`config.mk`:
```
export PLATFORM = sky130hd
export DESIGN_NAME = snoop_bus_arbiter
export DESIGN_NICKNAME = d
export VERILOG_FILES = /design/src/rtl/snoop_arb_pkg.sv /design/src/rtl/snoop_arb_admit.sv /design/src/rtl/snoop_arb_fifo.sv /design/src/rtl/snoop_arb_fsm.sv /design/src/rtl/snoop_bus_arbiter.sv
export SDC_FILE = /design/constraint.sdc
export NUM_CORES = 1
export LEC_CHECK = 0
export ABC_AREA = 0
export CAP_MARGIN = 20
export CORE_MARGIN = 2
export CORE_UTILIZATION = 62
export DETAILED_ROUTE_END_ITERATION = 10
export DONT_BUFFER_PORTS = 1
export PLACE_DENSITY = 0.87
export SETUP_SLACK_MARGIN = 0.15
export SYNTH_ARGS = -nofsm -noshare
export SYNTH_HDL_FRONTEND = slang
export SYNTH_HIERARCHICAL = 1
export SYNTH_SLANG_ARGS = --single-unit
```
`constraint.sdc`:
```
create_clock -name clk -period 5 [get_ports clk]
set_input_delay 1.25 -clock clk [delete_from_list [all_inputs] [get_ports clk]]
set_output_delay 1.25 -clock clk [all_outputs]
set_load 0.01 [all_outputs]
```
`src/rtl/snoop_arb_pkg.sv`:
```
package snoop_arb_pkg;

    typedef enum logic [1:0] {
        BUS_GETS = 2'b00,
        BUS_GETM = 2'b01,
        BUS_DATA = 2'b10,
        BUS_RSVD = 2'b11
    } bus_op_e;

    typedef enum logic [1:0] {
        ARB_IDLE  = 2'b00,
        ARB_ISSUE = 2'b01,
        ARB_HOLD  = 2'b10
    } arb_state_e;

endpackage

```
`src/rtl/snoop_arb_admit.sv`:
```
// Filters request strobes: one outstanding request per node.
module snoop_arb_admit #(
    parameter int NUM_NODES = 4,
    localparam int IDW = $clog2(NUM_NODES)
) (
    input  logic                 clk,
    input  logic                 rst_n,
    input  logic [NUM_NODES-1:0] req_i,
    input  logic                 release_i,
    input  logic [IDW-1:0]       release_id_i,
    output logic [NUM_NODES-1:0] accept_o
);

    logic [NUM_NODES-1:0] busy_q;
    logic [NUM_NODES-1:0] clear_w;

    assign accept_o = req_i & ~busy_q;
    assign clear_w  = release_i ? (NUM_NODES'(1) << release_id_i) : '0;

    always_ff @(posedge clk or negedge rst_n) begin
        if (!rst_n) begin
            busy_q <= '0;
        end else begin
            busy_q <= (busy_q & ~clear_w) | accept_o;
        end
    end

endmodule

```
`src/rtl/snoop_arb_fifo.sv`:
```
// Arrival-order queue of node indices with multi-push per cycle.
module snoop_arb_fifo #(
    parameter int NUM_NODES = 4,
    localparam int IDW  = $clog2(NUM_NODES),
    localparam int CNTW = $clog2(NUM_NODES + 1)
) (
    input  logic                 clk,
    input  logic                 rst_n,
    input  logic [NUM_NODES-1:0] push_i,
    input  logic                 pop_i,
    output logic [IDW-1:0]       head_o,
    output logic                 empty_o,
    output logic [CNTW-1:0]      fill_o
);

    logic [IDW-1:0]  slot_mem [NUM_NODES];
    logic [IDW-1:0]  head_q;
    logic [IDW-1:0]  tail_q;
    logic [CNTW-1:0] fill_q;
    logic [IDW-1:0]  slot_w [NUM_NODES];
    logic [CNTW-1:0] push_cnt_w;
    logic [CNTW-1:0] run;

    // Lower index takes the earlier slot among simultaneous arrivals.
    always_comb begin
        run = '0;
        for (int i = 0; i < NUM_NODES; i++) begin
            slot_w[i] = tail_q + run[IDW-1:0];
            if (push_i[i]) begin
                run = run + 1'b1;
            end
        end
        push_cnt_w = run;
    end

    always_ff @(posedge clk) begin
        for (int i = 0; i < NUM_NODES; i++) begin
            if (push_i[i]) begin
                slot_mem[slot_w[i]] <= IDW'(i);
            end
        end
    end

    always_ff @(posedge clk or negedge rst_n) begin
        if (!rst_n) begin
            head_q <= '0;
            tail_q <= '0;
            fill_q <= '0;
        end else begin
            head_q <= head_q + IDW'(pop_i);
            tail_q <= tail_q + push_cnt_w[IDW-1:0];
            fill_q <= fill_q + push_cnt_w - CNTW'(pop_i);
        end
    end

    assign head_o  = slot_mem[head_q];
    assign empty_o = (fill_q == '0);
    assign fill_o  = fill_q;

endmodule

```
`src/rtl/snoop_arb_fsm.sv`:
```
// IDLE -> ISSUE on waiting request; ISSUE -> HOLD on query;
// HOLD -> ISSUE / IDLE on DATA, depending on the queue.
module snoop_arb_fsm
    import snoop_arb_pkg::*;
#(
    parameter int NUM_NODES = 4,
    localparam int IDW = $clog2(NUM_NODES)
) (
    input  logic                 clk,
    input  logic                 rst_n,
    input  logic                 q_empty_i,
    input  logic [IDW-1:0]       q_head_i,
    input  logic                 mon_valid_i,
    input  logic [1:0]           mon_type_i,
    output logic                 pop_o,
    output logic                 release_o,
    output logic [IDW-1:0]       release_id_o,
    output logic [NUM_NODES-1:0] grant_o,
    output logic                 owner_valid_o,
    output logic [IDW-1:0]       owner_o
);

    arb_state_e state_q, state_d;
    bus_op_e    op_w;
    logic       saw_query_w;
    logic       saw_data_w;

    logic [NUM_NODES-1:0] grant_q;
    logic [IDW-1:0]       owner_q;

    assign op_w        = bus_op_e'(mon_type_i);
    assign saw_query_w = mon_valid_i && ((op_w == BUS_GETS) || (op_w == BUS_GETM));
    assign saw_data_w  = mon_valid_i && (op_w == BUS_DATA);

    always_comb begin
        state_d   = state_q;
        pop_o     = 1'b0;
        release_o = 1'b0;
        unique case (state_q)
            ARB_IDLE: begin
                if (!q_empty_i) begin
                    pop_o   = 1'b1;
                    state_d = ARB_ISSUE;
                end
            end
            ARB_ISSUE: begin
                if (saw_query_w) begin
                    state_d = ARB_HOLD;
                end
            end
            ARB_HOLD: begin
                if (saw_data_w) begin
                    release_o = 1'b1;
                    if (!q_empty_i) begin
                        pop_o   = 1'b1;
                        state_d = ARB_ISSUE;
                    end else begin
                        state_d = ARB_IDLE;
                    end
                end
            end
            default: state_d = ARB_IDLE;
        endcase
    end

    // State register
    always_ff @(posedge clk or negedge rst_n) begin
        if (!rst_n) begin
            state_q <= ARB_IDLE;
        end else begin
            state_q <= state_d;
        end
    end

    // Output register: grant pulse and owner index
    always_ff @(posedge clk or negedge rst_n) begin
        if (!rst_n) begin
            grant_q <= '0;
            owner_q <= '0;
        end else begin
            grant_q <= pop_o ? (NUM_NODES'(1) << q_head_i) : '0;
            if (pop_o) begin
                owner_q <= q_head_i;
            end
        end
    end

    assign grant_o       = grant_q;
    assign owner_o       = owner_q;
    assign owner_valid_o = (state_q != ARB_IDLE);
    assign release_id_o  = owner_q;

endmodule

```
`src/rtl/snoop_bus_arbiter.sv`:
```
module snoop_bus_arbiter #(
    parameter int NUM_NODES = 4,
    localparam int IDW  = $clog2(NUM_NODES),
    localparam int CNTW = $clog2(NUM_NODES + 1)
) (
    input  logic                 clk,
    input  logic                 rst_n,
    input  logic [NUM_NODES-1:0] req_i,
    input  logic                 mon_valid_i,
    input  logic [1:0]           mon_type_i,
    output logic [NUM_NODES-1:0] grant_o,
    output logic                 owner_valid_o,
    output logic [IDW-1:0]       owner_o
);

    logic [NUM_NODES-1:0] accept_w;
    logic                 pop_w;
    logic                 release_w;
    logic [IDW-1:0]       release_id_w;
    logic [IDW-1:0]       head_w;
    logic                 empty_w;
    logic [CNTW-1:0]      fill_w;

    snoop_arb_admit #(.NUM_NODES(NUM_NODES)) admit_i (
        .clk          (clk),
        .rst_n        (rst_n),
        .req_i        (req_i),
        .release_i    (release_w),
        .release_id_i (release_id_w),
        .accept_o     (accept_w)
    );

    snoop_arb_fifo #(.NUM_NODES(NUM_NODES)) fifo_i (
        .clk     (clk),
        .rst_n   (rst_n),
        .push_i  (accept_w),
        .pop_i   (pop_w),
        .head_o  (head_w),
        .empty_o (empty_w),
        .fill_o  (fill_w)
    );

    snoop_arb_fsm #(.NUM_NODES(NUM_NODES)) fsm_i (
        .clk           (clk),
        .rst_n         (rst_n),
        .q_empty_i     (empty_w),
        .q_head_i      (head_w),
        .mon_valid_i   (mon_valid_i),
        .mon_type_i    (mon_type_i),
        .pop_o         (pop_w),
        .release_o     (release_w),
        .release_id_o  (release_id_w),
        .grant_o       (grant_o),
        .owner_valid_o (owner_valid_o),
        .owner_o       (owner_o)
    );

endmodule

```
==> results.sh <==
export IMPL_final_core_util_pct=66.21
export IMPL_cap_violations=0
export IMPL_end_kind="flip-flop"
export IMPL_drive_gt1_share_pct=11.81
export IMPL_yosysMostFrequentCell="dfrtp_1"
export IMPL_rsz0062_at_grt="false"
export IMPL_p_int_uw=549.7
export IMPL_antenna_left=0
export IMPL_pre_cts_ws_ps=862.6
export IMPL_cp_num_buf_inv=3
export IMPL_synth_area_leader_cell="dfrtp_1"
export IMPL_setup_tns_ps=0
export IMPL_netlist_area_um2=1594
export IMPL_post_cts_buffers=0
export IMPL_nNetsFinal=168
export IMPL_cts_sinks=27
export IMPL_syn_inst=144
export IMPL_path_clk_slew_ps=140
export IMPL_clkPwrFrac_pct=10.3
export IMPL_dp_final_hpwl_um=2594
export IMPL_fin_crit_sh_pct=75.31
export IMPL_power_density_nw_per_um2=569.2
export IMPL_clockBufferDepth=2
export IMPL_first_global_vias=1142
export IMPL_via_count=1099
export IMPL_chipHeight_um=54.71
export IMPL_ioPinCount=16
export IMPL_worstMarginPinSlew_ps=600.5
export IMPL_worstPathArrival_ps=3990
export IMPL_gp_congestion=0.9400
export IMPL_clockRootBuffer="clkbuf_4"
export IMPL_ys_warn_count=6
export IMPL_routed_via_density=6.316
export IMPL_synth_area_leaders="dfrtp_1 (30%), ha_1 (10%), dfxtp_1 (10%), xor2_1 (4.4%), nor2_1 (3.1%)"
export IMPL_seq_power_share_pct=45.4
export IMPL_worstSetupStartpointType="input port"
export IMPL_drc=0
export IMPL_synthToLayoutAreaGrowth_pct=1.962
export IMPL_hold_buffers=0
export IMPL_drt_wirelength_per_cell_um=18.53
export IMPL_worst_path_max_fanout=7
export IMPL_p_leak_uw=0.0007087
export IMPL_ys_types=40
export IMPL_crit_chain="nor2b_1 -> inv_1 -> ha_1 -> xor2_1 -> xor2_1 -> inv_1 -> ha_1 -> inv_1 -> ha_1 -> fa_1 -> xor2_1 -> xnor2_1"
export IMPL_grt_total_usage_pct=24.73
export IMPL_ys_seq_area_share_pct=39.87
export IMPL_worstSkewPairLatency_ps=330
export IMPL_async_flop_share_pct=70.37
export IMPL_synthFlopType="dfrtp_1"
export IMPL_cts_resized=0
export IMPL_syn_area_per_cell_um2=11.07
export IMPL_chipWidth_um=54.71
export IMPL_slowest_stage="nor2b_1"
export IMPL_dieArea_um2=2993
export IMPL_ys_seq_elements=27
export IMPL_overflow=0
export IMPL_drt_total_wl_um=3224
export IMPL_power_switching_uw=375.4
export IMPL_swShare_pct=40.58
export IMPL_fill_cells=173
export IMPL_antenna_found_initial=0
export IMPL_htreeDepth=1
export IMPL_drv_slew=0
export IMPL_critical_path_class="in2reg"
export IMPL_grt_max_degree=20
export IMPL_initial_core_util_pct=64.93
export IMPL_core_um2=2455
export IMPL_cts_tree="built"
export IMPL_fin_ws_ps=1234
export IMPL_setup_viol=0
export IMPL_hold_viol_final=0
export IMPL_fin_skew_ps=4.016
export IMPL_ir_worst_vdd_mv=0.3305
export IMPL_fin_crit_ps=3766
export IMPL_synth_edf_count=0
export IMPL_cp_required_ps=5230
export IMPL_multi_input_area_um2=887.1
export IMPL_combPwrFrac_pct=44.3
export IMPL_min_path_type="reg2reg"
export IMPL_grt_pass1_wl_um=5106
export IMPL_num_rows=18
export IMPL_drt_pass1_iterations=4
export IMPL_initialDrtViolationCount=37
export IMPL_maxSlewHeadroom_pct=59.88
export IMPL_crit_family="adder cells"
export IMPL_synth_top_area_share_pct=29.83
export IMPL_syn_nets=167
export IMPL_status="complete, no violations"
export IMPL_max_freq_mhz=265.6
export IMPL_antennaDiodeCount=0
export IMPL_seqCellArea_um2=635.6
export IMPL_cpPeakStageDelay_ps=410
export IMPL_cts_inserted_buffers=3
export IMPL_synthTopCellsByCount="dfrtp_1 (19), ha_1 (13), nor2_1 (13)"
export IMPL_port_buffers=0
==> worst paths after layout <==
kind | startpoint | end | slack [ps] | cells after the start
hold / removal | admit_i/busy_q[0]$_DFF_PN0_ | admit_i/busy_q[0]$_DFF_PN0_ | 510 | 1
hold reg to reg | admit_i/busy_q[0]$_DFF_PN0_ | admit_i/busy_q[0]$_DFF_PN0_ | 510 | 1
max in group asynchronous | rst_n | fsm_i/grant_o[2]$_DFF_PN0_ | 4340 | 0
setup / recovery | req_i[0] | fifo_i/fill_o[2]$_DFF_PN0_ | 1230 | 12
min in group asynchronous | rst_n | admit_i/busy_q[0]$_DFF_PN0_ | 590 | 0
setup reg to reg | admit_i/busy_q[0]$_DFF_PN0_ | fifo_i/fill_o[2]$_DFF_PN0_ | 1730 | 12
==> power groups by stage <==
stage	clock [uW]	combinational [uW]	sequential, uW
2_1_floorplan	0	366	375
3_3_place_gp	0	365	413
3_5_place_dp	0	405	424
4_1_cts	93.1	411	418
5_1_grt	107	449	433
6_report	95.1	410	420
==> cells in the final DEF, fill, tap and decap left out, drive strengths merged, types with 3 or more instances in the layout <==
| cell | netlist | routed |
|---|---|---|
| nor2 | 13 | 13 |
| nand3 | 6 | 6 |
| a21boi | 3 | 3 |
| xnor2 | 8 | 8 |
| clkbuf | 0 | 3 |
| o221ai | 4 | 4 |
| nor2b | 6 | 6 |
| ha | 13 | 13 |
| nand3b | 3 | 3 |
| dfxtp | 8 | 8 |
| dfrtp | 19 | 19 |
| inv | 10 | 10 |
| nand2b | 3 | 3 |
| o22ai | 5 | 5 |
| xor2 | 9 | 9 |
| nand2 | 4 | 4 |
==> sequential cells by signal, summed over array words and instances (netlist names) <==
name             cells
fsm_i/owner_o        2
admit_i/busy_q       4
fsm_i/state_q        2
fifo_i/tail_q        2
fifo_i/slot_mem      8
fifo_i/fill_o        3
fifo_i/head_q        2
fsm_i/grant_o        4
==> per-layer routing <==
| metal | up-vias | GRT usage, % | wire (um) |
|---|---|---|---|
| met4 | 0 | 11.67 | 70 |
| met2 | 47 | 42.66 | 1661 |
| met3 | 8 | 7.377 | 179 |
| met1 | 543 | 27.56 | 1312 |
| met5 | - | 0 | 0 |
| li1 | 501 | - | - |
==> layout make-up <==
type,instances,share of cell area (%)
clock inverters,1,0.3079
multi-input cells,103,54.58
flip-flops and latches,27,39.11
inverters,10,2.309
clock buffers,3,1.386
well taps,30,2.309
==> cell families after synthesis <==
| family | count (synthesis) | share of synthesized area [%] |
|---|---|---|
| mux | 5 | 5.337 |
| fa+ha+maj | 14 | 11.46 |
| flops | 27 | 39.87 |
| simple gates | 43 | 15.31 |
| xor+xnor | 17 | 11.93 |
| compound gates | 24 | 11.62 |
| buf+inv | 14 | 4.474 |
==> through the flow <==
stage / power (uW) / hold slack, ps / instance area [um^2] / instances
2_1_floorplan: 741.6 / 447.8 / 1594 / 144
3_3_place_gp: 777.9 / 479.3 / 1598 / 170
3_5_place_dp: 829.1 / 492.7 / 1598 / 170
4_1_cts: 922.1 / 510.9 / 1625 / 174
5_1_grt: 988.7 / 531.5 / 1625 / 174
6_report: 925.1 / 507.8 / 1625 / 174
Power figures use the tool's default switching activity.
